<file path="src/rtl/tmr_pkg.sv">
package tmr_pkg;
  typedef enum logic [1:0] {
    MODE_FREE      = 2'd0,
    MODE_CLR_MATCH = 2'd1,
    MODE_CLR_TI0   = 2'd2
  } mode_e;

  typedef enum logic [1:0] {
    EDGE_NONE = 2'd0,
    EDGE_RISE = 2'd1,
    EDGE_FALL = 2'd2,
    EDGE_BOTH = 2'd3
  } edge_e;

  typedef enum logic [1:0] {
    A_CNT  = 2'd0,
    A_CR0  = 2'd1,
    A_CR1  = 2'd2,
    A_FLAG = 2'd3
  } addr_e;
endpackage

</file>
<file path="src/rtl/tmr_edge_det.sv">
module tmr_edge_det
  import tmr_pkg::*;
#(
  parameter int STAGES = 2
) (
  input  logic  clk_i,
  input  logic  rst_ni,
  input  logic  sig_i,
  input  edge_e sel_i,
  input  logic  en_i,
  output logic  pulse_o
);
  // sh[STAGES-1] is the synchronized level, sh[STAGES] the one before it
  logic [STAGES:0] sh_q;
  logic cur, old, rise, fall, hit;

  always_ff @(posedge clk_i or negedge rst_ni) begin
    if (!rst_ni) sh_q <= '0;
    else         sh_q <= {sh_q[STAGES-1:0], sig_i};
  end

  assign cur  = sh_q[STAGES-1];
  assign old  = sh_q[STAGES];
  assign rise = cur & ~old;
  assign fall = ~cur & old;

  always_comb begin
    unique case (sel_i)
      EDGE_RISE: hit = rise;
      EDGE_FALL: hit = fall;
      EDGE_BOTH: hit = rise | fall;
      default:   hit = 1'b0;
    endcase
  end

  // stopped timer acknowledges no edge
  assign pulse_o = en_i & hit;
endmodule

</file>
<file path="src/rtl/tmr_counter.sv">
module tmr_counter #(
  parameter int W = 16
) (
  input  logic         clk_i,
  input  logic         rst_ni,
  input  logic         run_i,
  input  logic         cnt_en_i,
  input  logic         ld_i,
  input  logic [W-1:0] ld_val_i,
  input  logic         clr_i,
  input  logic         auto_clr_i,
  input  logic [W-1:0] cmp_i,
  output logic [W-1:0] cnt_o,
  output logic         step_o,
  output logic         hit_o,
  output logic         wrap_o
);
  localparam logic [W-1:0] MAX = '1;
  localparam logic [W-1:0] ONE = W'(1);

  logic [W-1:0] cnt_q;
  logic eq;

  assign eq     = (cnt_q == cmp_i);
  assign step_o = run_i & cnt_en_i & ~ld_i & ~clr_i;
  assign hit_o  = step_o & eq;
  assign wrap_o = step_o & (cnt_q == MAX);
  assign cnt_o  = cnt_q;

  always_ff @(posedge clk_i or negedge rst_ni) begin
    if (!rst_ni)        cnt_q <= '0;
    else if (!run_i)    cnt_q <= '0;
    else if (ld_i)      cnt_q <= ld_val_i;
    else if (clr_i)     cnt_q <= '0;
    else if (cnt_en_i)  cnt_q <= (auto_clr_i && eq) ? '0 : cnt_q + ONE;
  end
endmodule

</file>
<file path="src/rtl/tmr_capcmp.sv">
module tmr_capcmp #(
  parameter int W = 16,
  parameter int N = 2
) (
  input  logic                clk_i,
  input  logic                rst_ni,
  input  logic [N-1:0]        cap_i,
  input  logic [W-1:0]        cap_val_i,
  input  logic [N-1:0]        wr_i,
  input  logic [W-1:0]        wdata_i,
  output logic [N-1:0][W-1:0] q_o
);
  for (genvar i = 0; i < N; i++) begin : g_reg
    logic [W-1:0] r_q;
    always_ff @(posedge clk_i or negedge rst_ni) begin
      if (!rst_ni)       r_q <= '0;
      else if (cap_i[i]) r_q <= cap_val_i;  // capture beats CPU write
      else if (wr_i[i])  r_q <= wdata_i;
    end
    assign q_o[i] = r_q;
  end
endmodule

</file>
<file path="src/rtl/cap_cmp_timer.sv">
module cap_cmp_timer
  import tmr_pkg::*;
#(
  parameter int W           = 16,
  parameter int SYNC_STAGES = 2
) (
  input  logic         clk_i,
  input  logic         rst_ni,
  input  logic         run_i,
  input  logic [1:0]   mode_i,
  input  logic         cap_mode_i,
  input  logic [1:0]   ti0_edge_i,
  input  logic [1:0]   ti1_edge_i,
  input  logic         cnt_en_i,
  input  logic         ti0_i,
  input  logic         ti1_i,
  input  logic         wr_i,
  input  logic [1:0]   addr_i,
  input  logic [W-1:0] wdata_i,
  output logic [W-1:0] rdata_o,
  output logic         match0_irq_o,
  output logic         ovf_o
);
  mode_e mode;
  addr_e addr;
  logic ti0_ev, ti1_ev;
  logic wr_cnt, wr_cr0, wr_cr1, flag_clr;
  logic clr_ti0, auto_clr;
  logic [W-1:0] cnt_q;
  logic step, hit, wrap;
  logic [1:0][W-1:0] cr_q;
  logic ovf_q, ovf_guard_q, irq_q;

  assign mode = mode_e'(mode_i);
  assign addr = addr_e'(addr_i);

  tmr_edge_det #(.STAGES(SYNC_STAGES)) u_ti0 (
    .clk_i, .rst_ni, .sig_i(ti0_i), .sel_i(edge_e'(ti0_edge_i)),
    .en_i(run_i), .pulse_o(ti0_ev)
  );
  tmr_edge_det #(.STAGES(SYNC_STAGES)) u_ti1 (
    .clk_i, .rst_ni, .sig_i(ti1_i), .sel_i(edge_e'(ti1_edge_i)),
    .en_i(run_i), .pulse_o(ti1_ev)
  );

  assign wr_cnt   = wr_i && (addr == A_CNT);
  assign wr_cr0   = wr_i && (addr == A_CR0);
  assign wr_cr1   = wr_i && (addr == A_CR1);
  assign flag_clr = wr_i && (addr == A_FLAG) && wdata_i[0];
  assign clr_ti0  = (mode == MODE_CLR_TI0) && ti0_ev;
  assign auto_clr = !cap_mode_i && (mode == MODE_CLR_MATCH);

  tmr_counter #(.W(W)) u_cnt (
    .clk_i, .rst_ni, .run_i, .cnt_en_i,
    .ld_i(wr_cnt), .ld_val_i(wdata_i), .clr_i(clr_ti0),
    .auto_clr_i(auto_clr), .cmp_i(cr_q[0]),
    .cnt_o(cnt_q), .step_o(step), .hit_o(hit), .wrap_o(wrap)
  );

  // index 0: register 0 (trigger B), index 1: register 1 (trigger A)
  tmr_capcmp #(.W(W), .N(2)) u_cr (
    .clk_i, .rst_ni,
    .cap_i({cap_mode_i & ti0_ev, cap_mode_i & ti1_ev}),
    .cap_val_i(cnt_q),
    .wr_i({wr_cr1, wr_cr0}),
    .wdata_i,
    .q_o(cr_q)
  );

  // guard keeps the flag set while the counter still sits at zero after a wrap
  always_ff @(posedge clk_i or negedge rst_ni) begin
    if (!rst_ni) begin
      ovf_q       <= 1'b0;
      ovf_guard_q <= 1'b0;
      irq_q       <= 1'b0;
    end else begin
      if (wrap)                         ovf_q <= 1'b1;
      else if (flag_clr && !ovf_guard_q) ovf_q <= 1'b0;
      ovf_guard_q <= wrap | (ovf_guard_q & run_i & ~step & ~wr_cnt);
      irq_q       <= hit & ~cap_mode_i;
    end
  end

  always_comb begin
    unique case (addr)
      A_CNT:   rdata_o = cnt_q;
      A_CR0:   rdata_o = cr_q[0];
      A_CR1:   rdata_o = cr_q[1];
      default: rdata_o = {{(W-1){1'b0}}, ovf_q};
    endcase
  end

  assign match0_irq_o = irq_q;
  assign ovf_o        = ovf_q;
endmodule

</file>
<file path="config.mk">
export PLATFORM = sky130hd
export DESIGN_NAME = cap_cmp_timer
export DESIGN_NICKNAME = d
export VERILOG_FILES = /design/src/rtl/tmr_pkg.sv /design/src/rtl/tmr_edge_det.sv /design/src/rtl/tmr_counter.sv /design/src/rtl/tmr_capcmp.sv /design/src/rtl/cap_cmp_timer.sv
export SDC_FILE = /design/constraint.sdc
export NUM_CORES = 1
export LEC_CHECK = 0
export BUFFER_PORTS_ARGS = -buffer_cell sky130_fd_sc_hd__buf_2
export CORE_ASPECT_RATIO = 0.5
export CORE_MARGIN = 2
export CORE_UTILIZATION = 57
export CTS_CLUSTER_SIZE = 14
export DETAILED_ROUTE_END_ITERATION = 7
export GPL_ROUTABILITY_DRIVEN = 1
export HOLD_SLACK_MARGIN = 0.12
export PLACE_DENSITY = 0.79
export RECOVER_POWER = 50
export SETUP_SLACK_MARGIN = 0.4
export SLEW_MARGIN = 5
export SYNTH_ARGS = -nofsm -noshare
export SYNTH_HDL_FRONTEND = slang
export SYNTH_SLANG_ARGS = --single-unit
</file>
<file path="constraint.sdc">
create_clock -name clk_i -period 2.31 [get_ports clk_i]
set_input_delay 0.1155 -clock clk_i [delete_from_list [all_inputs] [get_ports clk_i]]
set_output_delay 0.1155 -clock clk_i [all_outputs]
set_load 0.01 [all_outputs]
</file>
==> out/summary.txt <==
Final Net Count: 518
final setup fails: 11
RSZ-0062 raised after global routing: true
CP endpoint kind: flip-flop
Avg Vias per Cell: 6.40
Final ANT Viol Nets: 0
crit path time final: 2430 ps
Yosys cell types: 38
CP Cell Sequence: xor2_1 > nor4_2 > nand2_2 > or4_4 > a31oi_1 > o221ai_1
Initial Utilization: 58.2%
max-capacitance violation count: 0
TritonCTS Sinks: 57
share of post-route cells with drive strength above 1: 25.6%
wire length per cell: 20.7 um
DP Wirelength: 6.64 mm
IO Pins: 50
initial antenna violation count: 0
EDFF count, synth: 0
grt total ovfl: 0
final worst slack: -119 ps
Synth Area per Inst: 8.86 um2
drt total wl: 11.6 mm
Slew @ Worst Pin: 1470 ps
DR iter-0 viols: 503
Worst Path Required: 2510 ps
final hold violation count: 0
Crit Path Category: reg -> reg
CP startpoint kind: flip-flop
Vert. Die Dim: 59.3 um
Pre-antenna DRT Iters: 5
clock tree buffer depth: 2
die area: 6790 um2
H-tree levels: 3
Post-synth top flop: dfrtp_1
syn nets: 430
clock latency on the worst-skew pair: 330 ps
TritonCTS Buffers: 9
worst reg2reg path depth: 6
Relative slew margins: 1.98%
Max Fclk: 412 MHz
Hold Path Stages: 3
Non-Filler Instances: 561
GR Util All Layers: 33.2%
TritonCTS clock tree: yes
area delta synth->final: 31.4%
sequential area share after synthesis: 41.0%
via count: 3588
Yosys Warn Count: 0
worst min-delay path class: in -> reg
synthesized instance count: 393
Pwr Density: 681 nW/um2
largest net degree at the start of global routing: 58
diode count: 0
FP Rows: 20
final period utilization: 105%
Worst Path Arrival: 2630 ps
slowest stage delay, CP: 620 ps
Yosys reg bits: 57
Placed Cells: 518
Final Skew: 4.78 ps
root buf cell: clkbuf_16
fin. max-slew vios: 0
failing checks: negative setup slack
VDD IR max: 0.404 mV
# port buffers: 49
first-pass GRT wire length: 16.8 mm
GP Congestion: 0.909
Worst path slowest cell: or4_4
Fin Setup TNS: -834 ps
vias in the first global route: 3437
drt drc: 0
die width: 115 um
ys async rst share: 100%
status: complete, but fails checks
Post-Syn Area: 3480 um2
Leakage Power: 2.20 nW
Worst-path clk slew: 50 ps
Core ar.: 5980 um2
Max FO, Critical Path: 5
==> Yosys cell counts, types with 6 or more instances <==
master / number / area share (%)
clkbuf_1: 23 / 2.5
dfrtp_1: 57 / 41
a31oi_1: 12 / 2.2
nand4_1: 10 / 1.8
o21ai_0: 48 / 6.9
xnor2_1: 6 / 1.5
o221ai_1: 8 / 2.0
inv_1: 22 / 2.4
nand2_1: 69 / 7.4
mux2i_1: 48 / 14
nand3_1: 14 / 2.0
xor2_1: 9 / 2.3
==> sequential cells by signal (all words and copies together) (netlist names) <==
name and count:
match0_irq_o 1, u_cnt.cnt_o 16, ovf_o 1, u_ti1.sh_q 3, u_ti0.sh_q 3, u_cr.g.r_q 32, ovf_guard_q 1
==> per-layer routing <==
metal  track usage [%]  part of all wire (%)
met1              44.0                    40
met2              51.4                    44
met3              10.8                    13
met4              12.9                   3.6
met5                 0                     0
==> what timing repair did <==
action,4_1_cts,5_1_grt
gates cloned,3,2
endpoints found under the setup margin,19,43
endpoints found under the hold margin,78,0
hold buffers,18,0
gates resized for setup,17,14
setup buffers,2,4
pin swaps,13,8
==> stage by stage <==
step / util [%] / cell area, um2 / hold WS, ps / setup WS (ps) / total power, W
6_report: 76.5 / 4580 / 116 / -119 / 0.00312
5_1_grt: 76.5 / 4580 / 157 / -87.0 / 0.00324
4_1_cts: 75.1 / 4490 / 120 / 3.05 / 0.00305
3_5_place_dp: 65.7 / 3930 / 139 / -82.1 / 0.00185
3_3_place_gp: 65.7 / 3930 / 138 / -5.95 / 0.00182
2_1_floorplan: - / 3480 / -180 / 182 / 0.00160
==> placed cells by master, fill, tap and decap left out, types with 10 or more instances in the layout <==
cell type and instances:
dfrtp_1 57, nand2_1 68, buf_4 31, buf_2 50
mux2i_1 48, o21ai_0 48, dlygate4sd3_1 18, nand4_1 10
a31oi_1 10, inv_1 22, nand3_1 14
==> critical path, delay by kind of cell, from the launching register on <==
| family | cells | cell delay (ps) |
|---|---|---|
| XOR/XNOR | 1 | 180 |
| AND/OR/NAND/NOR | 3 | 1330 |
| flip-flops | 1 | 420 |
| AO/OA/AOI/OAI | 2 | 350 |
==> power by group <==
group	leakage [nW]	internal, W	total (W)	switching, W
Clock	0.120	0.000710	0.00115	0.000436
Combinational	1.35	0.000313	0.000708	0.000395
Sequential	0.728	0.00114	0.00126	0.000121
==> final cells by class <==
class                      count  area, um2
multi-input combinational    286       2010
sequential                    57       1430
fill                         384       1410
timing repair buffer         105        718
clock buffer                  13        240
tap                           77       96.3
inverter                      22       82.6
clock inverter                 1       5.00
==> path summary, 6_finish.rpt <==
check | end | slack [ps] | from
worst max-delay path | u_cnt.cnt_o[10] | -120 | u_cr.g_reg[0].r_q[8]
worst min-delay path | u_cr.g_reg[0].r_q[6] | 120 | wdata_i[6]
worst max register to register | u_cnt.cnt_o[10] | -120 | u_cr.g_reg[0].r_q[8]
worst min register to register | u_ti1.sh_q[1] | 350 | u_ti1.sh_q[0]
max in group asynchronous | u_ti1.sh_q[1] | 670 | rst_ni
min in group asynchronous | u_cr.g_reg[1].r_q[10] | 750 | rst_ni
==> cells by family (layout without fill, tap and decap cells) <==
logic type | after synthesis | count (layout) | share of synthesized area (%)
buffers and inverters | 52 | 141 | 6.22
AOI/OAI and AO/OA | 86 | 86 | 14.7
adders and majority gates | 5 | 5 | 1.80
and+or+nand+nor | 128 | 130 | 17.6
muxes | 49 | 49 | 14.4
xor gates and xnor gates | 16 | 16 | 4.24
DFF | 57 | 57 | 41.0
(Power assumes the default switching activity.)
